### src/rtl/pport_pkg.sv
// Shared constants and types for the parallel port register block.
// Assumes an 8-bit register width; the status layout is fixed by the port.
package pport_pkg;
    localparam int REG_W = 8;
    localparam int SEL_W = 2;
    localparam int STS_W = 5;   // busy, nack, perror, select, nfault
    localparam int CTL_W = 6;   // stored control bits

    typedef enum logic [SEL_W-1:0] {
        SEL_DATA   = 2'd0,
        SEL_STATUS = 2'd1,
        SEL_CTRL   = 2'd2,
        SEL_NONE   = 2'd3
    } reg_sel_e;

    // Control bit positions
    localparam int CB_STROBE = 0;
    localparam int CB_AFEED  = 1;
    localparam int CB_INIT   = 2;
    localparam int CB_SELIN  = 3;
    localparam int CB_IRQEN  = 4;
    localparam int CB_DIR    = 5;

    // Status vector positions inside the synchronizer bus
    localparam int SV_NFAULT = 0;
    localparam int SV_SELECT = 1;
    localparam int SV_PERROR = 2;
    localparam int SV_NACK   = 3;
    localparam int SV_BUSY   = 4;
endpackage

### src/rtl/pport_sync.sv
// Multi-flop synchronizer for asynchronous pin inputs.
// Assumes each bit is independent (no bus coherency needed); resets to 0.
module pport_sync #(
    parameter int WIDTH  = 5,
    parameter int STAGES = 2
) (
    input  logic             clk,
    input  logic             rst_n,
    input  logic [WIDTH-1:0] d_i,
    output logic [WIDTH-1:0] q_o
);
    logic [WIDTH-1:0] stage_q [STAGES];

    // Shift the inputs through the flop chain
    always_ff @(posedge clk) begin
        if (!rst_n) begin
            for (int i = 0; i < STAGES; i++) stage_q[i] <= '0;
        end else begin
            stage_q[0] <= d_i;
            for (int i = 1; i < STAGES; i++) stage_q[i] <= stage_q[i-1];
        end
    end

    assign q_o = stage_q[STAGES-1];
endmodule

### src/rtl/pport_edge.sv
// Rising-edge pulse generator with enable.
// Assumes sig_i is already synchronous; the pulse is registered and one cycle wide.
module pport_edge (
    input  logic clk,
    input  logic rst_n,
    input  logic sig_i,
    input  logic en_i,
    output logic pulse_o
);
    logic sig_d;

    // Keep the last value and register the gated rising edge
    always_ff @(posedge clk) begin
        if (!rst_n) begin
            sig_d   <= 1'b0;
            pulse_o <= 1'b0;
        end else begin
            sig_d   <= sig_i;
            pulse_o <= en_i & sig_i & ~sig_d;
        end
    end
endmodule

### src/rtl/pport_rdmux.sv
// Read-data selection for the register block.
// Assumes synchronized status inputs; reserved bits and the unused select read zero.
module pport_rdmux
    import pport_pkg::*;
(
    input  logic [SEL_W-1:0] sel_i,
    input  logic [REG_W-1:0] lines_i,
    input  logic [STS_W-1:0] sts_i,
    input  logic [CTL_W-1:0] ctl_i,
    output logic [REG_W-1:0] rdata_o
);
    logic [REG_W-1:0] sts_word;
    logic [REG_W-1:0] ctl_word;

    // Assemble the status word with the busy inversion
    always_comb begin
        sts_word    = '0;
        sts_word[7] = ~sts_i[SV_BUSY];
        sts_word[6] = sts_i[SV_NACK];
        sts_word[5] = sts_i[SV_PERROR];
        sts_word[4] = sts_i[SV_SELECT];
        sts_word[3] = sts_i[SV_NFAULT];
    end

    // Zero-extend the stored control bits
    always_comb begin
        ctl_word = '0;
        ctl_word[CTL_W-1:0] = ctl_i;
    end

    // Pick the word for the current select
    always_comb begin
        unique case (reg_sel_e'(sel_i))
            SEL_DATA:   rdata_o = lines_i;
            SEL_STATUS: rdata_o = sts_word;
            SEL_CTRL:   rdata_o = ctl_word;
            default:    rdata_o = '0;
        endcase
    end
endmodule

### src/rtl/pport_regs.sv
// Parallel port host register block: data, status and control registers.
// Applies pin polarities, drives the data-line enable from mode and direction,
// and pulses an interrupt on a synchronized acknowledge rising edge.
// Assumes the host bus is synchronous to clk; status pins are asynchronous.
module pport_regs
    import pport_pkg::*;
#(
    parameter int SYNC_STAGES = 2
) (
    input  logic             clk,
    input  logic             rst_n,
    input  logic [SEL_W-1:0] bus_sel,
    input  logic             bus_wr,
    input  logic [REG_W-1:0] bus_wdata,
    output logic [REG_W-1:0] bus_rdata,
    input  logic             ext_mode,
    input  logic [REG_W-1:0] pd_in,
    output logic [REG_W-1:0] pd_out,
    output logic             pd_oe,
    input  logic             busy_i,
    input  logic             nack_i,
    input  logic             perror_i,
    input  logic             select_i,
    input  logic             nfault_i,
    output logic             nstrobe_o,
    output logic             nautofd_o,
    output logic             ninit_o,
    output logic             nselectin_o,
    output logic             irq_o
);
    logic [CTL_W-1:0] ctl_q;
    logic [REG_W-1:0] data_q;
    logic [STS_W-1:0] sts_raw;
    logic [STS_W-1:0] sts_sync;
    logic [REG_W-1:0] rd_word;

    assign sts_raw[SV_BUSY]   = busy_i;
    assign sts_raw[SV_NACK]   = nack_i;
    assign sts_raw[SV_PERROR] = perror_i;
    assign sts_raw[SV_SELECT] = select_i;
    assign sts_raw[SV_NFAULT] = nfault_i;

    pport_sync #(.WIDTH(STS_W), .STAGES(SYNC_STAGES)) sync_i (
        .clk   (clk),
        .rst_n (rst_n),
        .d_i   (sts_raw),
        .q_o   (sts_sync)
    );

    pport_edge edge_i (
        .clk     (clk),
        .rst_n   (rst_n),
        .sig_i   (sts_sync[SV_NACK]),
        .en_i    (ctl_q[CB_IRQEN]),
        .pulse_o (irq_o)
    );

    pport_rdmux rdmux_i (
        .sel_i   (bus_sel),
        .lines_i (pd_in),
        .sts_i   (sts_sync),
        .ctl_i   (ctl_q),
        .rdata_o (rd_word)
    );

    // Register host writes to the data and control registers
    always_ff @(posedge clk) begin
        if (!rst_n) begin
            data_q <= '0;
            ctl_q  <= '0;
        end else if (bus_wr) begin
            if (reg_sel_e'(bus_sel) == SEL_DATA) data_q <= bus_wdata;
            if (reg_sel_e'(bus_sel) == SEL_CTRL) ctl_q  <= bus_wdata[CTL_W-1:0];
        end
    end

    // Register the read data for the current select
    always_ff @(posedge clk) begin
        if (!rst_n) bus_rdata <= '0;
        else        bus_rdata <= rd_word;
    end

    // Pin polarity and data-line direction
    assign pd_out      = data_q;
    assign pd_oe       = ~(ext_mode & ctl_q[CB_DIR]);
    assign nstrobe_o   = ~ctl_q[CB_STROBE];
    assign nautofd_o   = ~ctl_q[CB_AFEED];
    assign ninit_o     =  ctl_q[CB_INIT];
    assign nselectin_o = ~ctl_q[CB_SELIN];
endmodule

### config.mk
export PLATFORM = sky130hd
export DESIGN_NAME = pport_regs
export DESIGN_NICKNAME = d
export VERILOG_FILES = /design/src/rtl/pport_pkg.sv /design/src/rtl/pport_sync.sv /design/src/rtl/pport_edge.sv /design/src/rtl/pport_rdmux.sv /design/src/rtl/pport_regs.sv
export SDC_FILE = /design/constraint.sdc
export NUM_CORES = 1
export LEC_CHECK = 0
export BUFFER_PORTS_ARGS = -buffer_cell sky130_fd_sc_hd__buf_2
export CORE_MARGIN = 1.5
export CORE_UTILIZATION = 50
export CTS_CLUSTER_DIAMETER = 100
export DETAILED_ROUTE_END_ITERATION = 8
export GPL_ROUTABILITY_DRIVEN = 0
export PLACE_DENSITY = 0.86
export SETUP_SLACK_MARGIN = 0.2
export SLEW_MARGIN = 25
export SYNTH_ARGS = -nofsm -noshare
export SYNTH_HDL_FRONTEND = slang
export SYNTH_SLANG_ARGS = --single-unit
export TNS_END_PERCENT = 5
### constraint.sdc
create_clock -name clk -period 1.95 [get_ports clk]
set_clock_uncertainty 0.1 [all_clocks]
set_input_delay 0 -clock clk [delete_from_list [all_inputs] [get_ports clk]]
set_output_delay 0 -clock clk [all_outputs]
set_load 0.02 [all_outputs]
==> metrics.md <==
| Metric | Value |
|---|---|
| H-tree depth | 2 |
| Num rows | 17 |
| CP Launch Type | register |
| Tmin final | 1.322 ns |
| Most common cell after layout, fill and taps aside | buf_2 |
| Static Leakage | 0.8872 nW |
| Num CTS Buffers | 5 |
| Initial antenna violation count | 0 |
| VDD IR-drop max | 608.0 uV |
| Worst-Skew Late Latency | 0.33 ns |
| I/O Buffers | 48 |
| CTS Buffer Depth | 2 |
| Peak Freq | 756.2 MHz |
| Reg-to-reg critical path endpoint | bus_rdata[6]$_SDFF_PN0_ |
| Max-cap violation count | 0 |
| Total routed wirelength | 2762 um |
| Die Wd | 52.04 um |
| Final hold violation count | 0 |
| Die area | 2708 um2 |
| Routed wire per std cell | 12.67 um |
| PwrDens | 742.4 nW/um2 |
| Synthesized area per cell | 10.46 um2 |
| R2R cell count | 3 |
| Status | complete, no violations |
| CP Class | register to register |
| Largest net degree at the start of global routing | 36 |
| CP arrival | 1.43 ns |
| Clk pin slew, worst setup/hold paths | 0.10 ns |
| Starting density of the core | 53.84% |
| Die Y | 52.04 um |
| Register area share after synthesis | 56.61% |
| Period utilization | 67.82% |
| Post-Synthesis Cells | 115 |
| CTS tree | done |
| Drt via density | 4.812 |
| Final HPWL DP | 1663 um |
| Required @ worst endpoint | 2.06 ns |
| Post-CTS sizing | 0 |
| Crit path capture | bus_rdata[6]$_SDFF_PN0_ |
| # DRC | 0 |
| Overall power | 0.001300 W |
| Critical Path Start | sync_i.stage_q[0][8]$_SDFF_PN0_ |
| Fill count | 136 |
| Drt first pass iters | 4 |
| Launching point of the worst reg2reg path | sync_i.stage_q[0][8]$_SDFF_PN0_ |
| Tot GR Track Use | 22.40% |
| Core Area | 2233 um2 |
| CP endpoint kind | register |
| Distinct cells, synth | 15 |
| Final Worst Setup Slack | 0.6275 ns |
| Nets@finish | 216 |
| Synthesized area | 1202 um2 |
| Register bit total from synthesis | 34 |
| Setup TNS | 0 ns |
| CTS Root Cell | clkbuf_4 |
| Routed Antenna Nets | 0 |
| Vias in the first global route | 980 |
| Post-Syn Nets | 142 |
| Final Max Tran Viols | 0 |
| Critical Path Fanout Max | 2 |
| Worst hold path type | input pin to register |
| Synth Warn # | 0 |
| Worst Tran Pin Value | 0.5320 ns |
| ANT cells | 0 |
| Layout area overhead | 45.68% |
| Pre-CTS setup slack | 0.7718 ns |
| Slew margin rel. | 64.54% |
| I/O Pins | 49 |
| Hold path cells | 3 |
| First-pass GRT wire length | 4202 um |
| Hold Startpoint | bus_sel[0] |
| Reg2reg setup slack | 0.63 ns |
| Clock sinks | 34 |
| Via count | 1049 |
| Global route overflow | 0 |
| DRT iter0 DRCs | 13 |
| Setup bufs post-CTS | 0 |
| Most frequent cells in the layout | 48 x buf_2, 34 x dfxtp_1, 26 x dlygate4sd3_1 |
| Final setup vio count | 0 |
| Ratio of cells with drive above 1 in the final layout | 29.47% |
| RSZ-0062 raised after global routing | false |
## metrics by stage
stage | instances | util, % | hold WS [ns] | cell area (um2)
floorplan | 115 | - | 0.02157 | 1202
global placement | 184 | 63.92 | 0.1072 | 1428
detailed placement | 184 | 63.92 | 0.1105 | 1428
CTS | 218 | 78.43 | 0.01332 | 1752
global route | 218 | 78.43 | 0.02652 | 1752
finish | 218 | 78.43 | 0.04405 | 1752
## synthesized netlist by cell type, drive strengths merged
cell,count,area share [%]
o22ai,3,1.6
nand3b,1,0.62
and3b,1,0.73
nor2,4,1.2
nand2b,5,2.6
or3b,1,0.73
mux2i,21,17
and2,11,5.7
clkbuf,3,0.94
dfxtp,34,57
inv,3,0.94
buf,4,3.2
a21oi,1,0.42
nand2,23,7.2
## flip-flops by register name, indices dropped and copies added (netlist names)
| signal | cells |
|---|---|
| sync_i.stage_q | 10 |
| bus_rdata | 8 |
| pd_out | 8 |
| ctl_q | 6 |
| edge_i.pulse_o | 1 |
| edge_i.sig_d | 1 |
## critical path, cell delays in order, from the launching register on
cell and delay, ns:
dfxtp_1 0.33, mux2i_1 0.13, dlygate4sd3_1 0.59, nor2_1 0.06
## per-layer routing
layer | global-route usage [%] | vias up | share of wire [%] | wire length, um
met4 | 11.40 | 0 | 1.5 | 42
li1 | - | 519 | - | -
met1 | 22.14 | 489 | 39 | 1068
met5 | 0 | - | 0 | 0
met3 | 7.184 | 6 | 5.5 | 152
met2 | 41.14 | 35 | 54 | 1500
## worst min-delay path by stage
stage                                 endpoint  slack, ns
6_report               bus_rdata[5]$_SDFF_PN0_       0.04
5_1_grt                bus_rdata[5]$_SDFF_PN0_       0.03
4_1_cts                bus_rdata[5]$_SDFF_PN0_       0.01
3_5_place_dp   sync_i.stage_q[0][2]$_SDFF_PN0_       0.11
3_3_place_gp   sync_i.stage_q[0][0]$_SDFF_PN0_       0.11
2_1_floorplan                            pd_oe       0.02
## power breakdown
group | internal, W | leakage [nW] | total, W | switching, W
Combinational | 0.0000916 | 0.575 | 0.000172 | 0.0000804
Sequential | 0.000721 | 0.278 | 0.000731 | 0.0000102
Clock | 0.000173 | 0.0343 | 0.000398 | 0.000225
Total | 0.000985 | 0.887 | 0.00130 | 0.000315
## cells by family (layout without fill, tap and decap cells)
group | after synthesis | after routing | synth area share, %
compound gates | 4 | 4 | 1.977
buf+inv | 10 | 85 | 5.098
flops | 34 | 34 | 56.61
mux | 21 | 21 | 17.48
simple gates | 46 | 46 | 18.83
## area by class of cell
type	count	area [um2]	area share, %
sequential	34	680.7	38.86
timing repair buffer	74	500.5	28.57
clock buffer	6	51.30	2.929
clock inverter	2	12.51	0.7143
tap	28	35.03	2.000
inverter	3	11.26	0.6429
multi-input combinational	71	460.4	26.29
## timing repair
item | 4_1_cts | 5_1_grt
hold buffers | 26 | 0
endpoints found under the hold margin | 27 | 0
endpoints found under the setup margin | 0 | 0
No activity file was read; power rests on OpenSTA's default activity.
